===== src/rtl/repl_lvl_pkg.sv =====
package repl_lvl_pkg;

    typedef enum logic [1:0] {
        VOTE_HOLD = 2'd0,
        VOTE_DEC  = 2'd1,
        VOTE_INC  = 2'd2
    } vote_e;

    typedef enum logic [1:0] {
        ST_COLLECT = 2'd0,
        ST_WEIGH   = 2'd1,
        ST_VOTE    = 2'd2
    } ctl_state_e;

    // Event slot indices
    localparam int EV_BEN_LOSS  = 0;  // replica hits: benefit lost by lowering
    localparam int EV_BEN_GAIN  = 1;  // next-level buffer hits: benefit gained by raising
    localparam int EV_COST_SAVE = 2;  // victim buffer hits: misses saved by lowering
    localparam int EV_COST_ADD  = 3;  // LRU tail hits: misses added by raising
    localparam int NUM_EV       = 4;

endpackage


===== src/rtl/repl_event_ctr.sv =====
module repl_event_ctr #(
    parameter int CNT_W = 16
) (
    input  logic             clk,
    input  logic             rst_n,
    input  logic             ev,
    input  logic             close_win,
    output logic [CNT_W-1:0] win_total
);
    localparam logic [CNT_W-1:0] CNT_MAX = '1;

    logic [CNT_W-1:0] run_q;
    logic [CNT_W-1:0] run_inc;

    // saturating increment, includes the strobe of the current cycle
    always_comb begin
        if (ev && (run_q != CNT_MAX)) run_inc = run_q + 1'b1;
        else                          run_inc = run_q;
    end

    always_ff @(posedge clk) begin
        if (!rst_n) begin
            run_q     <= '0;
            win_total <= '0;
        end else if (close_win) begin
            win_total <= run_inc;
            run_q     <= '0;
        end else begin
            run_q     <= run_inc;
        end
    end
endmodule


===== src/rtl/repl_eval_trigger.sv =====
module repl_eval_trigger #(
    parameter int TRIG_COUNT = 1024
) (
    input  logic clk,
    input  logic rst_n,
    input  logic alloc_a,
    input  logic alloc_b,
    input  logic armed,
    output logic fire
);
    localparam int AW = $clog2(TRIG_COUNT + 2) + 1;
    localparam logic [AW-1:0] TRIG_V = AW'(TRIG_COUNT);

    logic [AW-1:0] acc_q;
    logic [AW-1:0] acc_sum;

    always_comb begin
        acc_sum = acc_q + AW'(alloc_a) + AW'(alloc_b);
        fire    = armed && (acc_sum >= TRIG_V);
    end

    always_ff @(posedge clk) begin
        if (!rst_n)                acc_q <= '0;
        else if (fire)             acc_q <= '0;
        else if (acc_sum >= TRIG_V) acc_q <= TRIG_V;   // wait for FSM to re-arm
        else                       acc_q <= acc_sum;
    end
endmodule


===== src/rtl/repl_vote_unit.sv =====
module repl_vote_unit
    import repl_lvl_pkg::*;
#(
    parameter int CNT_W = 16,
    parameter int LAT_W = 8
) (
    input  logic                           clk,
    input  logic                           rst_n,
    input  logic                           weigh_en,
    input  logic [NUM_EV-1:0][CNT_W-1:0]   win_cnt,
    input  logic [LAT_W-1:0]               hit_lat,
    input  logic [LAT_W-1:0]               miss_lat,
    output vote_e                          vote
);
    localparam int PW = CNT_W + LAT_W;

    logic [NUM_EV-1:0][PW-1:0] prod_q;

    for (genvar g = 0; g < NUM_EV; g++) begin : g_weigh
        // benefit slots take the hit latency, cost slots the miss penalty
        logic [LAT_W-1:0] wt;
        if (g == EV_BEN_LOSS || g == EV_BEN_GAIN) begin : g_ben
            assign wt = hit_lat;
        end else begin : g_cost
            assign wt = miss_lat;
        end

        always_ff @(posedge clk) begin
            if (!rst_n)        prod_q[g] <= '0;
            else if (weigh_en) prod_q[g] <= PW'(win_cnt[g]) * PW'(wt);
        end
    end

    logic want_dec;
    logic want_inc;

    always_comb begin
        want_dec = prod_q[EV_COST_SAVE] > prod_q[EV_BEN_LOSS];
        want_inc = prod_q[EV_BEN_GAIN]  > prod_q[EV_COST_ADD];
        if (want_dec && !want_inc)      vote = VOTE_DEC;
        else if (want_inc && !want_dec) vote = VOTE_INC;
        else                            vote = VOTE_HOLD;
    end
endmodule


===== src/rtl/repl_streak_ctrl.sv =====
module repl_streak_ctrl
    import repl_lvl_pkg::*;
#(
    parameter int LVL_W       = 3,
    parameter int MAX_LEVEL   = 5,
    parameter int RESET_LEVEL = 0,
    parameter int STREAK_LEN  = 4
) (
    input  logic             clk,
    input  logic             rst_n,
    input  logic             vote_en,
    input  vote_e            vote,
    output logic [LVL_W-1:0] level,
    output logic             level_upd
);
    localparam int SW = $clog2(STREAK_LEN + 1);
    localparam logic [LVL_W-1:0] LVL_TOP  = LVL_W'(MAX_LEVEL);
    localparam logic [LVL_W-1:0] LVL_INIT = LVL_W'(RESET_LEVEL);
    localparam logic [SW-1:0]    RUN_LAST = SW'(STREAK_LEN - 1);

    logic [LVL_W-1:0] level_q, level_d;
    logic [SW-1:0]    run_q, run_d;
    vote_e            dir_q, dir_d;
    logic             upd_q, upd_d;
    logic             blocked;

    always_comb begin
        blocked = ((vote == VOTE_DEC) && (level_q == '0)) ||
                  ((vote == VOTE_INC) && (level_q == LVL_TOP));
        level_d = level_q;
        run_d   = run_q;
        dir_d   = dir_q;
        upd_d   = 1'b0;
        if (vote_en && !blocked) begin
            if (vote == VOTE_HOLD) begin
                run_d = '0;
                dir_d = VOTE_HOLD;
            end else if (vote == dir_q) begin
                if (run_q == RUN_LAST) begin
                    level_d = (vote == VOTE_INC) ? level_q + 1'b1 : level_q - 1'b1;
                    run_d   = '0;
                    dir_d   = VOTE_HOLD;
                    upd_d   = 1'b1;
                end else begin
                    run_d = run_q + 1'b1;
                end
            end else begin
                dir_d = vote;
                run_d = SW'(1);
            end
        end
    end

    always_ff @(posedge clk) begin
        if (!rst_n) begin
            level_q <= LVL_INIT;
            run_q   <= '0;
            dir_q   <= VOTE_HOLD;
            upd_q   <= 1'b0;
        end else begin
            level_q <= level_d;
            run_q   <= run_d;
            dir_q   <= dir_d;
            upd_q   <= upd_d;
        end
    end

    assign level     = level_q;
    assign level_upd = upd_q;
endmodule


===== src/rtl/repl_level_ctrl.sv =====
module repl_level_ctrl
    import repl_lvl_pkg::*;
#(
    parameter int CNT_W       = 16,
    parameter int LAT_W       = 8,
    parameter int TRIG_COUNT  = 1024,
    parameter int MAX_LEVEL   = 5,
    parameter int RESET_LEVEL = 0,
    parameter int STREAK_LEN  = 4,
    localparam int LVL_W      = $clog2(MAX_LEVEL + 1)
) (
    input  logic             clk,
    input  logic             rst_n,
    input  logic             hit_cur_replica,
    input  logic             hit_next_buf,
    input  logic             hit_victim_buf,
    input  logic             hit_lru_tail,
    input  logic             alloc_local_repl,
    input  logic             alloc_next_buf,
    input  logic [LAT_W-1:0] hit_lat_delta,
    input  logic [LAT_W-1:0] miss_penalty,
    output logic [LVL_W-1:0] repl_level,
    output logic             level_update
);
    ctl_state_e state_q, state_d;
    logic       fire;
    logic       armed, weigh_en, vote_en;
    vote_e      vote;

    logic [NUM_EV-1:0]            ev_vec;
    logic [NUM_EV-1:0][CNT_W-1:0] win_cnt;

    assign ev_vec[EV_BEN_LOSS]  = hit_cur_replica;
    assign ev_vec[EV_BEN_GAIN]  = hit_next_buf;
    assign ev_vec[EV_COST_SAVE] = hit_victim_buf;
    assign ev_vec[EV_COST_ADD]  = hit_lru_tail;

    // state register
    always_ff @(posedge clk) begin
        if (!rst_n) state_q <= ST_COLLECT;
        else        state_q <= state_d;
    end

    // next state
    always_comb begin
        state_d = state_q;
        unique case (state_q)
            ST_COLLECT: if (fire) state_d = ST_WEIGH;   // window close
            ST_WEIGH:   state_d = ST_VOTE;              // products ready
            ST_VOTE:    state_d = ST_COLLECT;           // vote applied
            default:    state_d = ST_COLLECT;
        endcase
    end

    // state outputs
    always_comb begin
        armed    = 1'b0;
        weigh_en = 1'b0;
        vote_en  = 1'b0;
        unique case (state_q)
            ST_COLLECT: armed    = 1'b1;
            ST_WEIGH:   weigh_en = 1'b1;
            ST_VOTE:    vote_en  = 1'b1;
            default:    armed    = 1'b0;
        endcase
    end

    repl_eval_trigger #(
        .TRIG_COUNT (TRIG_COUNT)
    ) u_trig (
        .clk     (clk),
        .rst_n   (rst_n),
        .alloc_a (alloc_local_repl),
        .alloc_b (alloc_next_buf),
        .armed   (armed),
        .fire    (fire)
    );

    for (genvar e = 0; e < NUM_EV; e++) begin : g_ev
        repl_event_ctr #(
            .CNT_W (CNT_W)
        ) u_ctr (
            .clk       (clk),
            .rst_n     (rst_n),
            .ev        (ev_vec[e]),
            .close_win (fire),
            .win_total (win_cnt[e])
        );
    end

    repl_vote_unit #(
        .CNT_W (CNT_W),
        .LAT_W (LAT_W)
    ) u_vote (
        .clk      (clk),
        .rst_n    (rst_n),
        .weigh_en (weigh_en),
        .win_cnt  (win_cnt),
        .hit_lat  (hit_lat_delta),
        .miss_lat (miss_penalty),
        .vote     (vote)
    );

    repl_streak_ctrl #(
        .LVL_W       (LVL_W),
        .MAX_LEVEL   (MAX_LEVEL),
        .RESET_LEVEL (RESET_LEVEL),
        .STREAK_LEN  (STREAK_LEN)
    ) u_streak (
        .clk       (clk),
        .rst_n     (rst_n),
        .vote_en   (vote_en),
        .vote      (vote),
        .level     (repl_level),
        .level_upd (level_update)
    );
endmodule


===== config.mk =====
export PLATFORM = sky130hd
export DESIGN_NAME = repl_level_ctrl
export DESIGN_NICKNAME = d
export VERILOG_FILES = /design/src/rtl/repl_lvl_pkg.sv /design/src/rtl/repl_event_ctr.sv /design/src/rtl/repl_eval_trigger.sv /design/src/rtl/repl_vote_unit.sv /design/src/rtl/repl_streak_ctrl.sv /design/src/rtl/repl_level_ctrl.sv
export SDC_FILE = /design/constraint.sdc
export NUM_CORES = 2
export LEC_CHECK = 0
export ABC_AREA = 1
export BUFFER_PORTS_ARGS = -buffer_cell sky130_fd_sc_hd__buf_4
export CAP_MARGIN = 5
export CELL_PAD_IN_SITES_DETAIL_PLACEMENT = 1
export CELL_PAD_IN_SITES_GLOBAL_PLACEMENT = 2
export CORE_UTILIZATION = 26
export DETAILED_ROUTE_END_ITERATION = 10
export PLACE_DENSITY = 0.64
export REMOVE_ABC_BUFFERS = 1
export SYNTH_ARGS = -nofsm -noshare
export SYNTH_HDL_FRONTEND = slang
export SYNTH_SLANG_ARGS = --single-unit

===== constraint.sdc =====
create_clock -name clk -period 4.9 [get_ports clk]
set_input_delay 0.49 -clock clk [delete_from_list [all_inputs] [get_ports clk]]
set_output_delay 0.49 -clock clk [all_outputs]
set_load 0.03 [all_outputs]

==> impl_metrics.json <==
{
  "grt_pass1_vias": 27610,
  "design.core.area_sq_mm": 0.1147,
  "reg2reg_to": "u_vote.prod_q[70]",
  "critPathKind": "flip-flop to flip-flop",
  "dominantRegCellSynth": "dfxtp_1",
  "num_vias": 25510,
  "port_buffers": 27,
  "dpl.hpwl_mm": 72.91,
  "reg2reg_slack_ps": 440,
  "die-area_sq_mm": 0.1173,
  "die_x_um": 342.5,
  "crit_arrival_ps": 4950,
  "syn_area_sq_mm": 0.03015,
  "antenna_found_initial": 2,
  "layout-drive-gt1-share": 0.03474,
  "rsz0062_at_grt": "false",
  "place_inst": 5934,
  "finClkSkew_ps": 25.37,
  "cts_setup_buffers": 0,
  "grt_first_pass_wirelength_mm": 151.2,
  "finalCritPeriodShare": 0.9096,
  "first_pass_iters": 7,
  "synthArstFlopShare": 0,
  "timing.fmax_mhz": 224.4,
  "wire_per_inst_um": 15.24,
  "synth_edf_count": 0,
  "cts_root_buffer": "clkbuf_16",
  "syn_inst": 4518,
  "clock_path_buffers": 3,
  "n_fill_cell": 14400,
  "cts-buffers-inserted": 38,
  "route.detailed.drc": 0,
  "rows": 124,
  "cts_tree": "done",
  "drt-initial-drc-count": 848,
  "ant_nets": 0,
  "gp_congestion": 0.7842,
  "whs_path_depth": 4,
  "fin_nets": 5056,
  "timing.rr.start": "g_ev[2].u_ctr.win_total[1]",
  "rr_worst_depth": 18,
  "maxSlewViolCount": 0,
  "grt_use_total": 0.1625,
  "grt_start_max_net_pins": 74,
  "final_cell_mix": "1,256 x nand2_1, 1,221 x inv_1, 338 x fa_1, 318 x nor2_1, 247 x dfxtp_1",
  "min_period_ps": 4457,
  "post-place-ws_ps": 120.5,
  "overflow": 0,
  "relSlewSlack": 0.2896,
  "area_growth_pct": 10.08,
  "worst_pin_slew_ps": 1064,
  "layout.cells.non_filler": 6004,
  "synth_warnings": 0,
  "cts_resized": 0,
  "synth.distinct_cells": 39,
  "critPathLaunchType": "flip-flop",
  "cts_num_sinks": 247,
  "synth.avg_cell_area_sq_um": 6.673,
  "max-cap-violations": 0,
  "cts-hold-fix-buffers": 0,
  "hold_viol": 0,
  "status": "finished clean",
  "setup_ws_ps": 442.9,
  "ir_worst_vdd_uv": 209.9,
  "endpoint_kind": "flip-flop",
  "final_common_cell": "nand2_1",
  "min_from": "alloc_next_buf",
  "viasPerCell": 4.250,
  "hold_class": "input pin to flip-flop",
  "pin_count": 28,
  "setup_viol": 0,
  "clock_latency_ps": 590,
  "cellLeakagePower_nw": 20.02,
  "wl_mm": 91.52,
  "synth-seq-area-share": 0.1640,
  "cp_max_fo": 9,
  "worstPathRequired_ps": 5390,
  "synth-seq-cells": 247,
  "min_to": "u_trig.acc_q[0]",
  "powerDensity_mw_per_mm2": 182.3,
  "p_total_w": 0.006050,
  "die_h_um": 342.5,
  "cts_max_level": 2,
  "path_clk_slew_ps": 50,
  "initial_utilization": 0.2629
}
[flip-flops by register name (all words and copies together), names as in the netlist]
register / cells
g_ev.u_ctr.run_q: 64
g_ev.u_ctr.win_total: 64
state_q: 2
u_streak.dir_q: 2
u_streak.level: 3
u_streak.level_upd: 1
u_streak.run_q: 3
u_trig.acc_q: 12
u_vote.prod_q: 96
[layer usage]
layer / wire length, um / vias up / global-route usage
li1: - / 13030 / -
met1: 45880 / 12280 / 0.2232
met2: 42450 / 138 / 0.2765
met3: 1728 / 67 / 0.01565
met4: 1462 / 0 / 0.03060
met5: 0 / - / 0
[kinds of logic after synthesis]
| group | synth area share |
|---|---|
| xor gates and xnor gates | 0.03021 |
| other | 0.0001244 |
| and+or+nand+nor | 0.2505 |
| buffers and inverters | 0.1794 |
| AOI/OAI and AO/OA | 0.05499 |
| adders and majority gates | 0.3207 |
| DFF | 0.1640 |
[per-stage QoR]
stage / area, sq um / hold WS [ps] / util / setup TNS (ps)
CTS: 33180 / 286.3 / 0.2894 / 0
finish: 33190 / 321.8 / 0.2894 / 0
global route: 33180 / 318.7 / 0.2894 / 0
global placement: 31880 / 428.0 / 0.2780 / 0
detailed placement: 31880 / 436.6 / 0.2780 / 0
floorplan: 29330 / 416.7 / - / -91410
[report_power, final]
group | switching, W | leakage, nW | internal [W]
registers | 0.0000703 | 2.01 | 0.00209
logic | 0.000668 | 17.4 | 0.000296
clock network | 0.00112 | 0.634 | 0.00180
total | 0.00186 | 20.0 | 0.00419
[Yosys cell counts (7+ instances only)]
library cell / instances / area, sq um
nor2_1: 319 / 1197
inv_1: 1223 / 4591
nand3b_1: 9 / 67.56
a21oi_1: 155 / 775.7
buf_1: 7 / 26.28
ha_1: 232 / 2903
nor3_1: 24 / 120.1
fa_1: 338 / 6766
buf_2: 58 / 290.3
nand2_1: 1256 / 4715
dfxtp_1: 247 / 4945
nand4_1: 32 / 200.2
nand3_1: 220 / 1101
o21ai_0: 111 / 555.5
buf_6: 8 / 90.09
xor2_1: 69 / 604.3
o21ai_1: 27 / 135.1
o21bai_1: 10 / 75.07
xnor2_1: 35 / 306.5
clkbuf_1: 101 / 379.1
[cell type report]
type / instances / area (sq um) / area share
inverter: 1223 / 4591 / 0.1383
multi-input combinational: 2869 / 19800 / 0.5967
clock buffer: 58 / 1127 / 0.03397
tap: 1512 / 1892 / 0.05701
antenna: 1 / 2.502 / 0.00007541
clock inverter: 11 / 178.9 / 0.005392
timing repair buffer: 83 / 648.1 / 0.01953
sequential: 247 / 4945 / 0.1490
[worst max-delay path, stage by stage, from the launching register on]
cell	delay (ps)
dfxtp_1	600
nand2_1	140
fa_1	510
fa_1	550
inv_1	60
fa_1	530
inv_1	50
fa_1	520
inv_1	40
ha_1	360
nand2_1	120
nor2_1	160
nand2_1	80
nor2_1	90
nand2_1	100
nand4_1	120
nand3_1	170
nand2_1	120
inv_1	40
[worst max-delay path by stage]
| stage | slack [ps] | start | cells after the start | to |
|---|---|---|---|---|
| after detailed placement | 120 | hit_lat_delta[5] | 21 | u_vote.prod_q[19] |
| after global placement | 100 | miss_penalty[2] | 19 | u_vote.prod_q[81] |
| final | 440 | g_ev[2].u_ctr.win_total[1] | 18 | u_vote.prod_q[70] |
| after global routing | 40 | g_ev[2].u_ctr.win_total[1] | 18 | u_vote.prod_q[65] |
| after floorplan | -1710 | state_q[0] | 6 | u_vote.prod_q[24] |
| after CTS | 370 | g_ev[0].u_ctr.win_total[4] | 18 | u_vote.prod_q[11] |
No activity file was read; power rests on OpenSTA's default activity.
